--- src/rtl/conv_buf_pkg.sv ---
// Shared status encoding for the conversion result buffer.
// Assumes the fill count never exceeds the depth it is compared against.
package conv_buf_pkg;

    typedef enum logic [1:0] {
        ST_PART  = 2'b00,
        ST_EMPTY = 2'b01,
        ST_HALF  = 2'b10,
        ST_FULL  = 2'b11
    } fill_stat_t;

    // Map a fill count onto the two-bit status code.
    function automatic fill_stat_t stat_encode(input int unsigned cnt, input int unsigned depth);
        if (cnt == 0)
            return ST_EMPTY;
        else if (cnt >= depth)
            return ST_FULL;
        else if (cnt >= depth / 2)
            return ST_HALF;
        else
            return ST_PART;
    endfunction

endpackage

--- src/rtl/cbuf_sync.sv ---
// Multi-flop synchronizer for one asynchronous level.
// Assumes STAGES >= 1; the output resets low.
module cbuf_sync #(
    parameter int STAGES = 2
) (
    input  logic clk,
    input  logic rst_n,
    input  logic async_in,
    output logic level
);
    logic [STAGES-1:0] sh_q;

    // Shift the raw input through the flop chain.
    always_ff @(posedge clk) begin
        if (!rst_n)
            sh_q <= '0;
        else
            sh_q <= STAGES'({sh_q, async_in});
    end

    assign level = sh_q[STAGES-1];
endmodule

--- src/rtl/cbuf_status.sv ---
// Registered fill-level status code.
// Assumes cnt is the store's registered fill count.
module cbuf_status
    import conv_buf_pkg::*;
#(
    parameter  int DEPTH = 16,
    localparam int CNT_W = $clog2(DEPTH + 1)
) (
    input  logic             clk,
    input  logic             rst_n,
    input  logic [CNT_W-1:0] cnt,
    output fill_stat_t       stat_q
);
    localparam logic [CNT_W-1:0] FULL_CNT = CNT_W'(DEPTH);

    // Register the encoded status one cycle after the count.
    always_ff @(posedge clk) begin
        if (!rst_n)
            stat_q <= ST_EMPTY;
        else
            stat_q <= stat_encode(int'(cnt), DEPTH);
    end


    stat_empty_chk: assert property (@(posedge clk) disable iff (!rst_n)
        (cnt == '0) |=> (stat_q == ST_EMPTY));


    stat_full_chk: assert property (@(posedge clk) disable iff (!rst_n)
        (cnt == FULL_CNT) |=> (stat_q == ST_FULL));
endmodule

--- src/rtl/cbuf_store.sv ---
// Circular word store with a presented-head output.
// The head word is presented as soon as it exists. A rise that leaves one
// word arms a drain, and the next fall then empties the store. A write to
// a full store is dropped. Assumes DEPTH is a power of two.
module cbuf_store #(
    parameter  int DEPTH  = 16,
    parameter  int WORD_W = 18,
    localparam int PTR_W  = $clog2(DEPTH),
    localparam int CNT_W  = $clog2(DEPTH + 1)
) (
    input  logic              clk,
    input  logic              rst_n,
    input  logic              flush,
    input  logic              push_req,
    input  logic [WORD_W-1:0] push_word,
    input  logic              rd_rise,
    input  logic              rd_fall,
    output logic [CNT_W-1:0]  count_q,
    output logic              pres_load,
    output logic [WORD_W-1:0] pres_word
);
    localparam logic [CNT_W-1:0] FULL_CNT = CNT_W'(DEPTH);
    localparam logic [CNT_W-1:0] ONE_CNT  = CNT_W'(1);

    logic [WORD_W-1:0] mem [DEPTH];
    logic [PTR_W-1:0]  wr_ptr_q;
    logic [PTR_W-1:0]  rd_ptr_q;
    logic [PTR_W-1:0]  rd_ptr_n;
    logic [CNT_W-1:0]  count_n;
    logic              arm_q;
    logic              wr_ok;
    logic              pop;

    // Decide the push, the pop, the next count and the next head word.
    always_comb begin
        wr_ok     = push_req && (count_q != FULL_CNT);
        pop       = (rd_rise && (count_q > ONE_CNT)) ||
                    (rd_fall && arm_q && (count_q == ONE_CNT));
        count_n   = count_q + CNT_W'(wr_ok) - CNT_W'(pop);
        rd_ptr_n  = pop ? rd_ptr_q + PTR_W'(1) : rd_ptr_q;
        pres_load = (wr_ok || pop) && (count_n != '0) && !flush;
        pres_word = (wr_ok && (rd_ptr_n == wr_ptr_q)) ? push_word : mem[rd_ptr_n];
    end

    // Keep the pointers, the count and the drain arm.
    always_ff @(posedge clk) begin
        if (!rst_n || flush) begin
            wr_ptr_q <= '0;
            rd_ptr_q <= '0;
            count_q  <= '0;
            arm_q    <= 1'b0;
        end else begin
            if (wr_ok)
                wr_ptr_q <= wr_ptr_q + PTR_W'(1);
            rd_ptr_q <= rd_ptr_n;
            count_q  <= count_n;
            if (rd_rise && (count_n == ONE_CNT))
                arm_q <= 1'b1;
            else if (wr_ok || pop)
                arm_q <= 1'b0;
        end
    end

    // Write accepted words into the array.
    always_ff @(posedge clk) begin
        if (wr_ok)
            mem[wr_ptr_q] <= push_word;
    end


    count_bound_chk: assert property (@(posedge clk) disable iff (!rst_n)
        count_q <= FULL_CNT);


    full_drop_chk: assert property (@(posedge clk) disable iff (!rst_n)
        (push_req && (count_q == FULL_CNT) && !rd_rise && !rd_fall && !flush)
        |=> (count_q == FULL_CNT));


    flush_empty_chk: assert property (@(posedge clk) disable iff (!rst_n)
        flush |=> (count_q == '0));


    rw_same_cycle_chk: assert property (@(posedge clk) disable iff (!rst_n)
        (push_req && rd_rise && (count_q > ONE_CNT) && (count_q != FULL_CNT) && !flush)
        |=> $stable(count_q));
endmodule

--- src/rtl/conv_sample_buffer.sv ---
// Conversion result buffer with a direct bypass.
// Synchronizes the mode and read lines, detects read edges, and routes
// either the strobed result or the store's head into the output register.
// Assumes wr_stb is a single-cycle pulse in the clk domain.
module conv_sample_buffer
    import conv_buf_pkg::*;
#(
    parameter int DEPTH       = 16,
    parameter int WORD_W      = 18,
    parameter int SYNC_STAGES = 2
) (
    input  logic              clk,
    input  logic              rst_n,
    input  logic              fifo_sel,
    input  logic              rd_line,
    input  logic              wr_stb,
    input  logic [WORD_W-1:0] wr_word,
    input  logic              oe_n,
    output logic [WORD_W-1:0] out_data,
    output logic              out_drive,
    output logic [1:0]        stat
);
    localparam int CNT_W = $clog2(DEPTH + 1);

    logic              mode_s;
    logic              rd_s;
    logic              rd_prev_q;
    logic              flush;
    logic              push_req;
    logic              rd_rise;
    logic              rd_fall;
    logic [CNT_W-1:0]  fifo_cnt;
    logic              pres_load;
    logic [WORD_W-1:0] pres_word;
    logic [WORD_W-1:0] word_q;
    fill_stat_t        stat_q;

    cbuf_sync #(.STAGES(SYNC_STAGES)) u_mode_sync (
        .clk(clk), .rst_n(rst_n), .async_in(fifo_sel), .level(mode_s)
    );

    cbuf_sync #(.STAGES(SYNC_STAGES)) u_rd_sync (
        .clk(clk), .rst_n(rst_n), .async_in(rd_line), .level(rd_s)
    );

    // Remember the last synchronized read level for edge detection.
    always_ff @(posedge clk) begin
        if (!rst_n)
            rd_prev_q <= 1'b0;
        else
            rd_prev_q <= rd_s;
    end

    // Gate the store's commands by the mode.
    always_comb begin
        flush    = !mode_s && !rd_s;
        push_req = mode_s && wr_stb;
        rd_rise  = mode_s && rd_s && !rd_prev_q;
        rd_fall  = mode_s && !rd_s && rd_prev_q;
    end

    cbuf_store #(.DEPTH(DEPTH), .WORD_W(WORD_W)) u_store (
        .clk(clk), .rst_n(rst_n), .flush(flush),
        .push_req(push_req), .push_word(wr_word),
        .rd_rise(rd_rise), .rd_fall(rd_fall),
        .count_q(fifo_cnt), .pres_load(pres_load), .pres_word(pres_word)
    );

    cbuf_status #(.DEPTH(DEPTH)) u_status (
        .clk(clk), .rst_n(rst_n), .cnt(fifo_cnt), .stat_q(stat_q)
    );

    // Load the output register from the bypass or from the store head.
    always_ff @(posedge clk) begin
        if (!rst_n)
            word_q <= '0;
        else if (!mode_s && wr_stb)
            word_q <= wr_word;
        else if (pres_load)
            word_q <= pres_word;
    end

    assign stat      = stat_q;
    assign out_drive = !oe_n;
    assign out_data  = oe_n ? '0 : word_q;


    bypass_load_chk: assert property (@(posedge clk) disable iff (!rst_n)
        (!mode_s && wr_stb) |=> (word_q == $past(wr_word)));


    first_word_chk: assert property (@(posedge clk) disable iff (!rst_n)
        (mode_s && wr_stb && (fifo_cnt == '0)) |=> (word_q == $past(wr_word)));


    empty_hold_chk: assert property (@(posedge clk) disable iff (!rst_n)
        (mode_s && !wr_stb && (fifo_cnt == '0)) |=> $stable(word_q));
endmodule

--- config.mk ---
export PLATFORM = sky130hd
export DESIGN_NAME = conv_sample_buffer
export DESIGN_NICKNAME = d
export VERILOG_FILES = /design/src/rtl/conv_buf_pkg.sv /design/src/rtl/cbuf_sync.sv /design/src/rtl/cbuf_status.sv /design/src/rtl/cbuf_store.sv /design/src/rtl/conv_sample_buffer.sv
export SDC_FILE = /design/constraint.sdc
export NUM_CORES = 1
export LEC_CHECK = 0
export ABC_CLOCK_PERIOD_IN_PS = 5900
export CAP_MARGIN = 40
export CELL_PAD_IN_SITES_DETAIL_PLACEMENT = 1
export CELL_PAD_IN_SITES_GLOBAL_PLACEMENT = 1
export CORE_ASPECT_RATIO = 0.5
export CORE_MARGIN = 4
export CORE_UTILIZATION = 45
export CTS_CLUSTER_SIZE = 14
export DETAILED_ROUTE_END_ITERATION = 7
export PLACE_DENSITY = 0.81
export SYNTH_ARGS = -nofsm -noshare
export SYNTH_HDL_FRONTEND = slang
export SYNTH_SLANG_ARGS = --single-unit
export TNS_END_PERCENT = 1
--- constraint.sdc ---
create_clock -name clk -period 5.9 [get_ports clk]
set_input_delay 1.18 -clock clk [delete_from_list [all_inputs] [get_ports clk]]
set_output_delay 1.18 -clock clk [all_outputs]
set_load 0.005 [all_outputs]
==> results of run 1 <==
## critical path, stage by stage (launching register included)
cell and delay, ps:
dfxtp_1 380, inv_1 130, ha_1 210, nor2b_1 140, o21ai_1 400, a21oi_4 110
inv_2 390, ha_1 200, inv_1 40, ha_1 200, fa_1 440, nand2b_1 100
a21oi_1 80, o21ai_0 240, nand3_1 140, o32ai_1 630, nand2_1 130, buf_4 290
nand2_1 140, nor2_1 80, a32o_1 310
## metrics by stage
step	hold slack, ps	utilization	instances	area, um^2	total power, mW
after detailed placement	437	0.496	1548	15900	2.71
after floorplan	412	-	1110	14800	2.63
after global placement	421	0.494	1545	15800	2.70
after global routing	478	0.527	1604	16900	4.80
after CTS	452	0.527	1604	16900	4.70
final	452	0.527	1604	16900	4.69
## placed cells by master (no fill, tap or decap), drive strengths merged, types with 10 or more instances in the layout
cell	instances
a221oi	14
clkdlybuf4s50	44
a311oi	22
clkinv	15
edfxtp	288
buf	42
ha	15
dfxtp	39
o22ai	80
nand2	99
mux4	11
mux2i	88
nor2b	29
nand3	10
mux2	27
inv	18
a21oi	12
nor3	32
nor2	42
clkbuf	34
o31ai	16
o21ai	29
a31oi	25
a211oi	17
nand3b	14
## sequential cells by signal, indices dropped and copies added (netlist names)
signal            flops
u_store.rd_ptr_q      4
u_mode_sync.sh_q      2
u_status.stat_q       2
u_store.mem         288
u_store.count_q       5
rd_prev_q             1
u_store.wr_ptr_q      4
u_rd_sync.sh_q        2
u_store.arm_q         1
word_q               18
## report_power, final
| part | leakage (nW) | switching, mW | internal [mW] |
|---|---|---|---|
| clock | 0.484 | 0.895 | 1.13 |
| sequential | 2.91 | 0.00988 | 2.53 |
| combinational | 1.97 | 0.0816 | 0.0475 |
| total | 5.37 | 0.987 | 3.70 |
## worst max path at each step
stage | from | slack [ps] | endpoint | cells after the start
6_report | u_store.count_q[1] | 1000 | word_q[1] | 20
2_1_floorplan | u_store.count_q[3] | 1670 | word_q[0] | 21
4_1_cts | u_store.count_q[1] | 1050 | word_q[1] | 20
3_3_place_gp | wr_stb | 1270 | word_q[1] | 16
5_1_grt | u_store.count_q[1] | 720 | word_q[1] | 20
3_5_place_dp | u_store.count_q[1] | 1160 | word_q[1] | 20
## logic make-up after synthesis
kind of cell    after synthesis
fa+ha+maj                    16
flops                       327
xor+xnor                     15
simple gates                275
buf+inv                      97
mux                         126
compound gates              254
## layout make-up
| type | count | area (um^2) |
|---|---|---|
| Timing Repair Buffer | 86 | 796 |
| Clock buffer | 34 | 787 |
| Sequential cell | 327 | 9430 |
| Multi-Input combinational cell | 686 | 5060 |
| Fill cell | 3097 | 15200 |
| Inverter | 17 | 63.8 |
| Tap cell | 432 | 541 |
| Clock inverter | 22 | 208 |
## layer usage
layer | GRT usage | routed length [um]
met4 | 0.0858 | 1630
met3 | 0.0425 | 3700
met1 | 0.330 | 18600
met2 | 0.441 | 22700
met5 | 0 | 0
==> impl_results.md, run 1 <==
- Reg2reg end: word_q[1]
- Core area: 32100 um^2
- Initial DRC count: 1273
- Clk slew on worst S/H paths: 70 ps
- Min Tclk post-route: 4900 ps
- Vias in the first global route: 11369
- VDD IR max: 232 uV
- Commonest cells post-synth: edfxtp_1 (288), nand2_1 (98), mux2i_1 (88), o22ai_1 (80), clkbuf_1 (47)
- Post-Route WL: 46.7 mm
- Synth Area in Adders: 0.0140
- Pre-antenna DRT Iters: 5
- Slew HR: 0.354
- Buffers added on ports: 44
- Largest cells by area after synthesis: edfxtp_1 (58%), mux2i_1 (5.9%), dfxtp_1 (5.3%)
- Initial core utilization: 0.462
- Die Area: 36000 um^2
- Setup_tns: 0 ps
- Post-synth ARST share: 0
- # resized after CTS: 0
- Fin. Hold Viols: 0
- Total global routing overflow: 0
- Worst-Margin Slew: 970 ps
- Post-synth net total: 1150
- Clk_lat worst skew: 580 ps
- Initial antenna violation count: 0
- Largest family of logic cells by synthesized area: compound AO/OA/AOI/OAI gates
- Clk sink count: 327
- Max frequency: 204 MHz
- NumNets Final: 1189
- Clock Root Buffer: clkbuf_16
- Share of cells above drive strength 1: 0.139
- Diodes inserted: 0
- Tcrit/Tclk final: 0.830
- Simple-Gate Fraction of Synth Area: 0.0930
- Synth area leader: edfxtp_1
- Leakage: 5.37 nW
- Die width: 265 um
- Crit Path Class: reg -> reg
- Vias post-DR: 10704
- Cell area power density: 278 nW/um^2
- Vias per cell: 6.67
- Worst hold-check path type: reg -> reg
- Setup bufs post-CTS: 0
- Ys Warns: 0
- Final setup violation count: 0
- IO Pins: 45
- Height of the die: 136 um
- Reg2reg setup slack: 1000 ps
- Clock buffer depth: 3
- CP Data Arrival Time: 5380 ps
- Critical Path Start Type: flop
- Row count: 46
- Post-synthesis mux area share: 0.0968
- Syn_area_per_cell: 13.3 um^2
- Hold endpoint: u_mode_sync.sh_q[1]
- Cts hold-fix bufs: 0
- Reg2Reg Depth: 20
- Top FF cell, synth: edfxtp_1
- Clk_skew: 13.0 ps
- First-pass GRT wire length: 70.2 mm
- H-tree levels: 1
- Outcome: completed
- Final slew viol count: 0
- Avg WL per Cell: 29.1 um
- CP endpoint kind: flop
- DRC: 0
- GRT Total Usage: 0.254
- Number of flops mapped to enable cells by yosys: 288
- Total CTS buffers: 31
- RSZ-0062 raised after global routing: false
- Fin worst setup slack: 1000 ps
- Netlist Area Pre-Place: 14800 um^2
- Post-Synth XOR/XNOR Area: 0.0103
- Hold Startpoint: u_mode_sync.sh_q[0]
- CTS tree: built
- Pin count of the biggest net entering global routing: 60
- Detailed placer's ending HPWL: 26.7 mm
- Synth top area share: 0.584
- Post-synthesis sequential area ratio: 0.637
- Synth Area in Compound Gates: 0.122
- Cells on Worst Hold Path: 1
- Most frequent cell after synthesis: edfxtp_1
- Area Growth Syn to Fin: 14.1%
- Req. time, crit path: 6380 ps
- Yosys cell types: 64
- Synth Instances: 1110
- Final ANT Viol Nets: 0
- Max FO, Critical Path: 33
- Setup Slack @ Placement: 1160 ps
- Seq cells post-synth: 327
- Final GP Congestion: 0.838
- Number of max-cap violations: 0
- Startpoint of the worst register-to-register path: u_store.count_q[1]
No activity file was read; power rests on OpenSTA's default activity.
==> run 2: changes to the inputs <==
Settings changed: ABC_CLOCK_PERIOD_IN_PS 5900 to 4300, PLACE_DENSITY 0.81 to 0.84.
Clock period 5.9 ns to 4.3 ns, I/O delays scaled along.
==> impl_results.md, run 2 (synthesis results as in run 1) <==
- Outcome: completed
- Worst hold-check path type: reg -> reg
- Initial DRC count: 1436
- Avg WL per Cell: 29.9 um
- Clock buffer depth: 3
- First-pass GRT wire length: 72.6 mm
- Vias in the first global route: 11753
- Clk slew on worst S/H paths: 70 ps
- Max reg flops: 288
- CP delay by family, top: buffers and inverters
- Pin count of the biggest net entering global routing: 62
- Critical Path Start Type: flop
- GRT Total Usage: 0.265
- DRC: 0
- CP Data Arrival Time: 4450 ps
- Vias post-DR: 10926
- Diodes inserted: 0
- Share of cells above drive strength 1: 0.150
- Most frequent cells in the layout: edfxtp_1 (288), nand2_1 (98), mux2i_1 (88)
- Height of the die: 136 um
- Cell area power density: 381 nW/um^2
- Max FO, Critical Path: 54
- Core area: 32100 um^2
- Initial antenna violation count: 0
- CP endpoint kind: flop
- Final ANT Viol Nets: 0
- Worst-Margin Slew: 942 ps
- Clock Root Buffer: clkbuf_16
- Final GP Congestion: 0.836
- Setup bufs post-CTS: 0
- Die Area: 36000 um^2
- Part of the power in registers: 0.540
- RSZ-0062 raised after global routing: false
- Row count: 46
- Total global routing overflow: 0
- Pre-antenna DRT Iters: 5
- Tcrit/Tclk final: 0.929
- Top reg by flops: u_store.mem
- Combinational Power Share: 0.028
- Clk_skew: 17.2 ps
- NumNets Final: 1198
- Post-Route WL: 48.4 mm
- Final slew viol count: 0
- VDD IR max: 315 uV
- Leakage: 5.42 nW
- CTS tree: built
- Slowest cell on crit path: xnor2_2
- Slew HR: 0.372
- Crit Path Class: reg -> reg
- Die width: 265 um
- Detailed placer's ending HPWL: 29.5 mm
- H-tree levels: 1
- Fin. Hold Viols: 0
- Top Registers: u_store.mem x288, word_q x18, u_store.count_q x5
- Critical path buffers and inverters: 3
- Clk pwr share: 0.432
- Placed cell count: 1557
- Area Growth Syn to Fin: 14.6%
- Clk sink count: 327
- Fin cells: 1615
- Clk_lat worst skew: 590 ps
- Switching part of the total: 0.213
- Setup_tns: 0 ps
- Total CTS buffers: 31
- Buffers added on ports: 44
- IO Pins: 45
- Crit path cell chain: inv_1 > ha_1 > nor2b_1 > o21ai_1 > a21oi_4 > buf_4 > xnor2_2 > buf_4 > mux4_2 > nand2_1 > a31oi_1 > nand2_1 > a31oi_1
- Switch Pwr: 1.38 mW
- Number of max-cap violations: 0
- Req. time, crit path: 4760 ps
- Final setup violation count: 0
- Commonest non-fill, non-tap cell in the layout: edfxtp_1
- Max frequency: 250 MHz
- Initial core utilization: 0.462
- Worst path max stage delay: 610 ps
- Cts hold-fix bufs: 0
- Vias per cell: 6.77
- Min Tclk post-route: 3990 ps
- Internal power: 5.08 mW
## run 2: cell count changes in the layout (fill, tap and decap cells not counted), moves of 2 or more
cell,previous run,this run
bufinv_16,4,1
clkbuf_8,0,4
clkinv_1,9,0
clkbuf_1,3,9
buf_6,0,2
buf_4,39,49
clkinv_2,6,8
clkbuf_16,31,33
## run 2: repair_timing
| item | in CTS | in global routing |
|---|---|---|
| hold endpoints to repair | 0 | 0 |
| resized for setup | 0 | 2 |
| endpoints found under the setup margin | 0 | 8 |
## run 2: layout make-up
class                           instances  area, um^2
Sequential cell                       327        9430
Clock buffer                           46         915
Inverter                               17        63.8
Fill cell                            3115       15100
Timing Repair Buffer                   95         831
Tap cell                              432         541
Multi-Input combinational cell        686        5060
Clock inverter                         12         114
## run 2: metrics by stage
step	setup slack, ps	total power [mW]	cell area, um^2	util	hold slack [ps]
global placement	488	3.71	15900	0.496	415
detailed placement	245	3.73	15900	0.497	444
global route	38.3	6.61	17000	0.529	472
finish	307	6.45	17000	0.529	450
CTS	205	6.45	17000	0.529	456
floorplan	66.1	3.60	14800	-	412
## run 2: power groups by stage
stage | registers, mW | logic (mW) | clock network [mW]
finish | 3.49 | 0.181 | 2.79
global route | 3.48 | 0.193 | 2.94
CTS | 3.48 | 0.179 | 2.79
detailed placement | 3.55 | 0.174 | 0
global placement | 3.55 | 0.161 | 0
floorplan | 3.54 | 0.0621 | 0
## run 2: layer usage
metal	track usage	wire (um)
met3	0.0562	5040
met2	0.443	22900
met4	0.122	2390
met1	0.337	18100
met5	0	0
## run 2: path summary, 6_finish.rpt
check	start	to	slack, ps	cells past startpoint
min reg2reg	u_rd_sync.sh_q[0]	u_rd_sync.sh_q[1]	450	1
max	u_store.count_q[1]	word_q[5]	310	13
max reg2reg	u_store.count_q[1]	word_q[5]	310	13
min	u_rd_sync.sh_q[0]	u_rd_sync.sh_q[1]	450	1
==> run 3: changes to the inputs <==
Settings changed: CTS_BUF_LIST set to sky130_fd_sc_hd__clkbuf_4 sky130_fd_sc_hd__clkbuf_8.
==> impl_results.md, run 3 (synthesis results as in run 1) <==
- Worst path max stage delay: 450 ps
- Avg WL per Cell: 29.4 um
- IO Pins: 45
- Slowest cell on crit path: fa_1
- Cell area power density: 369 nW/um^2
- Max frequency: 247 MHz
- Core area: 32100 um^2
- Vias per cell: 6.67
- Total global routing overflow: 0
- Req. time, crit path: 4780 ps
- Height of the die: 136 um
- Reg2Reg Depth: 20
- Clk slew on worst S/H paths: 70 ps
- H-tree levels: 2
- Crit Path Class: reg -> reg
- Die width: 265 um
- Max reg flops: 288
- Worst hold slack: 480 ps
- Critical Path Start Type: flop
- Fin cells: 1645
- Buffers added on ports: 44
- Max FO, Critical Path: 17
- Diodes inserted: 0
- Critical path buffers and inverters: 4
- Worst-Margin Slew: 934 ps
- CP Data Arrival Time: 4530 ps
- NumNets Final: 1215
- Number of max-cap violations: 0
- DRC: 0
- Fin worst setup slack: 257 ps
- Initial DRC count: 1353
- Clk_lat worst skew: 600 ps
- Tcrit/Tclk final: 0.940
- RSZ-0062 raised after global routing: false
- Detailed placer's ending HPWL: 29.5 mm
- Final Util: 0.527
- VDD IR max: 181 uV
- Worst hold-check path type: reg -> reg
- Crit path cell chain: inv_1 > ha_1 > nor2b_1 > o21ai_1 > a21oi_4 > inv_2 > ha_1 > inv_1 > ha_1 > fa_1 > nand2b_1 > a21oi_1 > o21ai_1 > nand3_1 > o32ai_2 > nand2_1 > buf_4 > nand3_1 > nand2_1 > a32o_1
- Pre-antenna DRT Iters: 5
- Outcome: completed
- Slew HR: 0.377
- Commonest non-fill, non-tap cell in the layout: edfxtp_1
- Clock Root Buffer: clkbuf_8
- Critical Path Stages: 20
- Setup bufs post-CTS: 0
- CP delay by family, top: compound AO/OA/AOI/OAI gates
- GRT Total Usage: 0.264
- Initial antenna violation count: 0
- Post-DP Area: 15900 um^2
- Fillers: 3133
- First-pass GRT wire length: 72.4 mm
- Vias post-DR: 10979
- Multi-input gate area in the final layout: 5060 um^2
- Min Tclk post-route: 4040 ps
- Final ANT Viol Nets: 0
- Most common cell on crit path: ha_1
- Row count: 46
- Most frequent cells in the layout: edfxtp_1 (288), nand2_1 (98), mux2i_1 (88)
- Post-route design area: 16900 um^2
- Setup_tns: 0 ps
- Share of cells above drive strength 1: 0.172
- Pin count of the biggest net entering global routing: 62
- Final setup violation count: 0
- Power Total: 6.24 mW
- CP endpoint kind: flop
- Final slew viol count: 0
- Reg area: 9430 um^2
- Vias in the first global route: 11708
- Top Registers: u_store.mem x288, word_q x18, u_store.count_q x5
- Top reg by flops: u_store.mem
- Clk_skew: 23.8 ps
- Reg2reg setup slack: 260 ps
- Final GP Congestion: 0.836
- CTS tree: built
- Leakage: 5.43 nW
- Area Growth Syn to Fin: 14.1%
- Die Area: 36000 um^2
- Total CTS buffers: 48
- Fin. Hold Viols: 0
- Cells on Worst Hold Path: 1
- Post-Route WL: 48.4 mm
- Clock buffer depth: 3
- Placed cell count: 1557
- Initial core utilization: 0.462
- Clk sink count: 327
- Setup Slack @ Placement: 245 ps
run 3: cell type report:
| type | count | share of cell area |
|---|---|---|
| multi-input combinational | 686 | 0.300 |
| inverter | 17 | 0.00378 |
| timing repair buffer | 95 | 0.0492 |
| clock buffer | 63 | 0.0484 |
| tap | 432 | 0.0320 |
| sequential | 327 | 0.558 |
| clock inverter | 25 | 0.00866 |
run 3: worst paths after layout:
| kind | from | to |
|---|---|---|
| setup / recovery | u_store.count_q[1] | word_q[9] |
| hold / removal | u_rd_sync.sh_q[0] | u_rd_sync.sh_q[1] |
| setup reg to reg | u_store.count_q[1] | word_q[9] |
| hold reg to reg | u_rd_sync.sh_q[0] | u_rd_sync.sh_q[1] |
run 3: repair_timing:
| item | in CTS | in global routing |
|---|---|---|
| setup endpoints to repair | 0 | 12 |
| hold buffers | 0 | 0 |
| gates resized for setup | 0 | 2 |
run 3: routing by layer:
| layer | vias to the layer above | track usage | part of all wire |
|---|---|---|---|
| met2 | 758 | 0.443 | 0.47 |
| met3 | 177 | 0.0512 | 0.10 |
| li1 | 4528 | - | - |
| met4 | 0 | 0.118 | 0.046 |
| met5 | - | 0 | 0 |
| met1 | 5516 | 0.339 | 0.38 |
run 3: report_power, final:
part           switching [mW]  leakage [nW]  internal, mW
logic                   0.115          2.00        0.0644
clock network            1.26         0.518          1.31
registers              0.0183          2.91          3.47
